===== config.mk =====
export PLATFORM = sky130hd
export DESIGN_NAME = can_bit_timer
export DESIGN_NICKNAME = d
export VERILOG_FILES = /design/src/rtl/can_bt_pkg.sv /design/src/rtl/can_bt_rxhist.sv /design/src/rtl/can_bt_vote.sv /design/src/rtl/can_bt_seq.sv /design/src/rtl/can_bit_timer.sv
export SDC_FILE = /design/constraint.sdc
export NUM_CORES = 1
export LEC_CHECK = 0
export BUFFER_PORTS_ARGS = -buffer_cell sky130_fd_sc_hd__buf_2
export CAP_MARGIN = 15
export CELL_PAD_IN_SITES_DETAIL_PLACEMENT = 1
export CELL_PAD_IN_SITES_GLOBAL_PLACEMENT = 2
export CORE_ASPECT_RATIO = 0.8
export CORE_MARGIN = 1.5
export CORE_UTILIZATION = 33
export DETAILED_ROUTE_END_ITERATION = 12
export PLACE_DENSITY = 0.77
export SETUP_SLACK_MARGIN = 0.15
export SYNTH_ARGS = -nofsm -noshare
export SYNTH_HDL_FRONTEND = slang
export SYNTH_SLANG_ARGS = --single-unit

===== constraint.sdc =====
create_clock -name clk -period 4.45 [get_ports clk]
set_clock_uncertainty 0.15 [all_clocks]
set_input_delay 0.89 -clock clk [delete_from_list [all_inputs] [get_ports clk]]
set_output_delay 0.89 -clock clk [all_outputs]
set_load 0.01 [all_outputs]

===== src/rtl/can_bt_pkg.sv =====
package can_bt_pkg;
  typedef enum logic [1:0] {
    SEG_SYNC = 2'd0,
    SEG_PROP = 2'd1,
    SEG_PH1  = 2'd2,
    SEG_PH2  = 2'd3
  } seg_e;
endpackage


===== src/rtl/can_bt_rxhist.sv =====
module can_bt_rxhist #(
  parameter int DEPTH = 2
) (
  input  logic             clk,
  input  logic             rst,
  input  logic             tick,
  input  logic             rx,
  output logic [DEPTH-1:0] hist,
  output logic             fall
);
  generate
    if (DEPTH > 1) begin : g_shift
      always_ff @(posedge clk) begin
        if (rst)       hist <= '1;
        else if (tick) hist <= {hist[DEPTH-2:0], rx};
      end
    end else begin : g_single
      always_ff @(posedge clk) begin
        if (rst)       hist <= '1;
        else if (tick) hist <= rx;
      end
    end
  endgenerate

  // recessive on the previous quantum, dominant on this one
  assign fall = tick & hist[0] & ~rx;
endmodule


===== src/rtl/can_bt_vote.sv =====
module can_bt_vote #(
  parameter int N = 3
) (
  input  logic [N-1:0] taps,
  input  logic         triple,
  output logic         bit_o
);
  localparam int HALF = N / 2;
  localparam int CW   = $clog2(N + 1);

  logic [CW-1:0] ones;

  always_comb begin
    ones = '0;
    for (int i = 0; i < N; i++) ones = ones + CW'(taps[i]);
  end

  assign bit_o = triple ? (int'(ones) > HALF) : taps[0];
endmodule


===== src/rtl/can_bt_seq.sv =====
module can_bt_seq
  import can_bt_pkg::*;
#(
  parameter int CNT_W = 5
) (
  input  logic             clk,
  input  logic             rst,
  input  logic             tick,
  input  logic             fall,
  input  logic             hsync,
  input  logic [CNT_W-1:0] sjw_len,
  input  logic [CNT_W-1:0] prs_len,
  input  logic [CNT_W-1:0] ph1_len,
  input  logic [CNT_W-1:0] ph2_len,
  input  logic             vote,
  output logic             samp_stb,
  output logic             samp_bit,
  output logic             tx_stb
);
  seg_e             seg, n_seg;
  logic [CNT_W-1:0] rem, n_rem;
  logic [CNT_W-1:0] pos, n_pos;
  logic [CNT_W-1:0] ext, n_ext;
  logic             done, n_done;
  logic             sbit, n_sbit;
  logic             do_samp, do_tx;
  logic [CNT_W-1:0] err_pos, lim_pos, eff;
  logic             resync;

  always_comb begin
    err_pos = pos + 1'b1;
    lim_pos = (err_pos < sjw_len) ? err_pos : sjw_len;
    resync  = fall && !done && !(seg == SEG_PH2 && !sbit);
    eff     = rem;

    n_seg   = seg;
    n_rem   = rem;
    n_pos   = pos;
    n_ext   = ext;
    n_done  = done;
    n_sbit  = sbit;
    do_samp = 1'b0;
    do_tx   = 1'b0;

    if (tick) begin
      if (fall && hsync) begin
        n_seg  = SEG_PROP;
        n_rem  = prs_len;
        n_pos  = '0;
        n_ext  = '0;
        n_done = 1'b0;
        do_tx  = 1'b1;
      end else begin
        unique case (seg)
          SEG_SYNC: begin
            n_seg  = SEG_PROP;
            n_rem  = prs_len;
            n_pos  = '0;
            n_ext  = '0;
            n_done = 1'b0;
            do_tx  = 1'b1;
          end
          SEG_PROP: begin
            n_pos = pos + 1'b1;
            if (resync) begin
              n_ext  = lim_pos;
              n_done = 1'b1;
            end
            if (rem == 1) begin
              n_seg = SEG_PH1;
              n_rem = ph1_len + (resync ? lim_pos : ext);
            end else begin
              n_rem = rem - 1'b1;
            end
          end
          SEG_PH1: begin
            n_pos = pos + 1'b1;
            if (resync) begin
              eff    = rem + lim_pos;
              n_done = 1'b1;
            end
            if (eff == 1) begin
              do_samp = 1'b1;
              n_sbit  = vote;
              n_seg   = SEG_PH2;
              n_rem   = ph2_len;
            end else begin
              n_rem = eff - 1'b1;
            end
          end
          default: begin
            if (resync) begin
              if (rem <= sjw_len) begin
                n_seg  = SEG_PROP;
                n_rem  = prs_len;
                n_pos  = '0;
                n_ext  = '0;
                n_done = 1'b0;
                do_tx  = 1'b1;
              end else if (rem == sjw_len + 1'b1) begin
                n_seg  = SEG_SYNC;
                n_rem  = CNT_W'(1);
                n_done = 1'b1;
              end else begin
                n_rem  = rem - 1'b1 - sjw_len;
                n_done = 1'b1;
              end
            end else if (rem == 1) begin
              n_seg = SEG_SYNC;
              n_rem = CNT_W'(1);
            end else begin
              n_rem = rem - 1'b1;
            end
          end
        endcase
      end
    end
  end

  always_ff @(posedge clk) begin
    if (rst) begin
      seg      <= SEG_SYNC;
      rem      <= CNT_W'(1);
      pos      <= '0;
      ext      <= '0;
      done     <= 1'b0;
      sbit     <= 1'b1;
      samp_stb <= 1'b0;
      samp_bit <= 1'b1;
      tx_stb   <= 1'b0;
    end else begin
      seg      <= n_seg;
      rem      <= n_rem;
      pos      <= n_pos;
      ext      <= n_ext;
      done     <= n_done;
      sbit     <= n_sbit;
      samp_stb <= do_samp;
      tx_stb   <= do_tx;
      if (do_samp) samp_bit <= vote;
    end
  end
endmodule


===== src/rtl/can_bit_timer.sv =====
module can_bit_timer #(
  parameter int SJW_W  = 2,
  parameter int SEG_W  = 3,
  parameter int VOTE_N = 3
) (
  input  logic             clk,
  input  logic             rst,
  input  logic             tq_en,
  input  logic [SJW_W-1:0] cfg_sjw,
  input  logic [SEG_W-1:0] cfg_prs,
  input  logic [SEG_W-1:0] cfg_ph1,
  input  logic [SEG_W-1:0] cfg_ph2,
  input  logic             cfg_triple,
  input  logic             hsync_en,
  input  logic             rx,
  output logic             samp_stb,
  output logic             samp_bit,
  output logic             tx_stb,
  output logic             cfg_err
);
  localparam int CNT_W = SEG_W + 2;
  localparam int HIST  = VOTE_N - 1;

  logic [CNT_W-1:0] sjw_len, prs_len, ph1_len, ph2_len;
  logic [HIST-1:0]  hist;
  logic             fall, vote;

  assign sjw_len = CNT_W'(cfg_sjw) + 1'b1;
  assign prs_len = CNT_W'(cfg_prs) + 1'b1;
  assign ph1_len = CNT_W'(cfg_ph1) + 1'b1;
  assign ph2_len = CNT_W'(cfg_ph2) + 1'b1;

  can_bt_rxhist #(.DEPTH(HIST)) u_hist (
    .clk  (clk),
    .rst  (rst),
    .tick (tq_en),
    .rx   (rx),
    .hist (hist),
    .fall (fall)
  );

  can_bt_vote #(.N(VOTE_N)) u_vote (
    .taps   ({hist, rx}),
    .triple (cfg_triple),
    .bit_o  (vote)
  );

  can_bt_seq #(.CNT_W(CNT_W)) u_seq (
    .clk      (clk),
    .rst      (rst),
    .tick     (tq_en),
    .fall     (fall),
    .hsync    (hsync_en),
    .sjw_len  (sjw_len),
    .prs_len  (prs_len),
    .ph1_len  (ph1_len),
    .ph2_len  (ph2_len),
    .vote     (vote),
    .samp_stb (samp_stb),
    .samp_bit (samp_bit),
    .tx_stb   (tx_stb)
  );

  always_ff @(posedge clk) begin
    if (rst) cfg_err <= 1'b0;
    else     cfg_err <= (cfg_ph2 == '0) || (cfg_ph2 > cfg_ph1);
  end
endmodule


==> flow_metrics.tcl <==
set metrics [dict create \
    worst_pin_slew_ns 0.6987 \
    fin_crit_sh_pct 97.47 \
    synth.top_cell.area_share_pct 17.38 \
    critPathTopFamily "compound AO/OA/AOI/OAI gates" \
    synth_top_flop_cell "dfxtp_1" \
    worstHoldPathType "reg2reg" \
    yosysUniqueCellTypes 77 \
    clk_pin_slew_worst_paths_ns 0.10 \
    num_vias 2931 \
    synth_edf_count 0 \
    drt_first_pass_iters 4 \
    finalHoldViolCount 0 \
    startpoint_type "input port" \
    ir_drop_mv 0.1882 \
    post-route-util_pct 41.59 \
    status "completed" \
    die_w_microns 107.4 \
    slew_viol_final 0 \
    power-per-cell-area_nw_per_um2 476.9 \
    start_util_pct 33.94 \
    path_cells "buf_8 > clkinvlp_4 > ha_4 > ha_4 > a21o_1 > a2111o_1 > mux2i_2 > ha_2 > fa_2 > nand3_1 > and3b_1 > o221a_4 > o21ai_4 > a221oi_2 > mux2_1" \
    rows 30 \
    arrival_ns 4.36 \
    worstPathRequired_ns 4.47 \
    place.gp.congestion 0.8796 \
    nNetsFinal 456 \
    antenna_found_initial 0 \
    grt_use_total_pct 21.88 \
    drtAntennaViolNets 0 \
    area_growth_syn_to_layout_pct 22.56 \
    maxCapViolations 0 \
    fmax_mhz 230.5 \
    synthTopCellsByArea "dfxtp_1 (17%), ha_1 (14%), a21oi_1 (5.9%), nand2_1 (3.8%), inv_1 (3.3%)" \
    setup_violations 0 \
    synthCells 366 \
    grt_start_max_net_pins 24 \
    yosys_warnings 0 \
    drive_gt1_share_pct 23.38 \
    post-route-min-period_ns 4.338 \
    wl_microns 9909 \
    core_sq_um 8483 \
    diodes 0 \
    cts.sinks 25 \
    place.port_buffers 20 \
    die_y_microns 86.54 \
    rsz0062_at_grt "yes" \
    syn_area_sq_um 2879 \
    crit_buf_inv 2 \
    drc 0 \
    fin_setup_tns_ns 0 \
    end_kind "flip-flop" \
    yosys_register_bits 25 \
    cp_slowest_cell "a2111o_1" \
    hold_depth 2 \
    post-dp-hpwl_microns 7744 \
    synth_top_cell_by_area "dfxtp_1" \
    synth-seq-area-share_pct 17.38 \
    cts_tree "built" \
    grt_pass1_vias 2954 \
    cp.depth 15 \
    crit_top_cell "ha_4" \
    path_class "in2reg" \
    syn_nets 419 \
    grt-ovfl-total 0 \
    die_area_sq_um 9297 \
    fillCellCount 1058 \
    met3_usage_pct 2.707 \
    wl_per_cell_microns 19.28 \
    cts_root_buffer "clkbuf_8" \
    numCtsBuffers 3 \
    ios 21 \
    gr-usage-met1_pct 32.25 \
    grt_busiest_layer "met2" \
    clockBufferDepth 2 \
    syn_area_per_cell_sq_um 7.866 \
    r2r_cells 13 \
    drtIter0Drc 130 \
    grt_pass1_wl_microns 15860 \
    slowest_delay_ns 0.49 \
    viasPerCell 5.702 \
    crit_fanout 4 \
    power.leakage_nw 1.459 \
    use_met2_pct 34.34 \
    insertion_delay_ns 0.28 \
    h-tree-depth 1 \
    async_flop_share_pct 0 \
    slew_headroom_pct 53.30 \
]
==> final cells by class <==
| type | count | area [sq um] | share of cell area (%) |
|---|---|---|---|
| inverter | 25 | 97.59 | 2.766 |
| tap | 112 | 140.1 | 3.972 |
| sequential | 25 | 500.5 | 14.18 |
| timing repair buffer | 50 | 346.6 | 9.823 |
| clock buffer | 3 | 41.29 | 1.170 |
| clock inverter | 1 | 7.507 | 0.2128 |
| multi-input combinational | 298 | 2395 | 67.87 |
==> synth_stat cells (all sizes together) (4+ instances only) <==
cell    instances
a21oi          34
o211ai          4
nor4            4
and2            4
nor2b           7
o31ai           6
nor3           11
clkbuf         11
dfxtp          25
a211oi          5
o21ai          21
ha             33
mux2i           5
and3            8
nand3           8
nor2           25
a31oi           5
xnor2           7
buf             7
a21o            5
nand2          29
xor2           10
inv            25
==> path summary, 6_finish.rpt <==
kind                        startpoint                   endpoint  slack, ns
min reg2reg  u_seq.ext[1]$_SDFFE_PP0P_  u_seq.ext[1]$_SDFFE_PP0P_       0.32
max reg2reg  u_seq.pos[0]$_SDFFE_PP0P_  u_seq.seg[1]$_SDFFE_PP0P_       0.26
min          u_seq.ext[1]$_SDFFE_PP0P_  u_seq.ext[1]$_SDFFE_PP0P_       0.32
max                         cfg_sjw[0]  u_seq.seg[1]$_SDFFE_PP0P_       0.11
==> cell usage in the layout (no fill, tap or decap), types with 4 or more instances in the layout <==
| cell | synthesis | layout |
|---|---|---|
| and2_1 | 4 | 4 |
| a31oi_1 | 5 | 5 |
| nand3_1 | 8 | 8 |
| a21oi_1 | 34 | 31 |
| xor2_1 | 10 | 8 |
| buf_2 | 3 | 19 |
| and3_1 | 8 | 8 |
| nor3_1 | 9 | 7 |
| dfxtp_1 | 25 | 25 |
| ha_4 | 0 | 4 |
| nor2_1 | 24 | 24 |
| o21ai_0 | 18 | 16 |
| inv_1 | 25 | 24 |
| buf_4 | 3 | 27 |
| a21o_1 | 5 | 5 |
| nand2_1 | 29 | 28 |
| o31ai_1 | 6 | 6 |
| xnor2_1 | 7 | 7 |
| o211ai_1 | 4 | 4 |
| ha_1 | 33 | 26 |
| a211oi_1 | 5 | 4 |
| nor2b_1 | 7 | 6 |
==> registers in the layout, indices dropped and copies added, names as in the netlist <==
signal / cells
u_seq.ext: 5
u_seq.pos: 5
u_seq.rem: 5
u_hist.hist: 2
u_seq.seg: 2
cfg_err: 1
u_seq.done: 1
u_seq.samp_bit: 1
u_seq.samp_stb: 1
u_seq.sbit: 1
u_seq.tx_stb: 1
==> power by group <==
| part | switching, mW | leakage, nW | internal, mW |
|---|---|---|---|
| sequential | 0.0547 | 0.204 | 0.251 |
| combinational | 0.695 | 1.23 | 0.534 |
| clock | 0.0843 | 0.0217 | 0.0638 |
| total | 0.834 | 1.46 | 0.849 |
==> repair_timing <==
| item | CTS | global route |
|---|---|---|
| cloned | 0 | 0 |
| setup endpoints to repair | 8 | 10 |
| gates resized for setup | 11 | 24 |
| endpoints found under the hold margin | 0 | 0 |
| pin swaps | 0 | 17 |
| hold buffers | 0 | 0 |
| buffers inserted | 2 | 2 |
==> metrics by stage <==
step / hold slack, ns / total power, mW / instance area, sq um / setup WS [ns] / std cells
global route: 0.3413 / 1.812 / 3528 / -0.01332 / 514
CTS: 0.3204 / 1.588 / 3398 / 0.1051 / 512
finish: 0.3159 / 1.683 / 3528 / 0.1124 / 514
global placement: 0.2922 / 1.360 / 3282 / -0.1182 / 506
detailed placement: 0.3021 / 1.383 / 3282 / -0.2444 / 506
floorplan: 0.2772 / 1.022 / 2930 / 0.03527 / 366
==> routing by layer <==
metal,vias up,routed length (microns)
li1,1416,-
met1,1441,4895
met2,64,4392
met3,10,528
met4,0,92
met5,-,0
==> cell families after synthesis <==
| group | Yosys count | synth area share, % |
|---|---|---|
| compound gates | 113 | 26.86 |
| xor+xnor | 18 | 5.997 |
| fa+ha+maj | 36 | 16.43 |
| buf+inv | 43 | 6.127 |
| flops | 25 | 17.38 |
| mux | 8 | 2.912 |
| other cells | 1 | 0.1303 |
| simple gates | 122 | 24.16 |
==> worst register-to-register path: stages, from the launching register on <==
cell	delay, ns
dfxtp_1	0.47
ha_1	0.28
xor2_1	0.24
ha_1	0.28
a2111o_1	0.45
mux2i_2	0.20
ha_2	0.22
fa_2	0.40
nand3_1	0.14
and3b_1	0.24
o221a_4	0.23
o21ai_4	0.07
a221oi_2	0.34
mux2_1	0.37
Note: power is estimated with default switching activity, not from simulation.
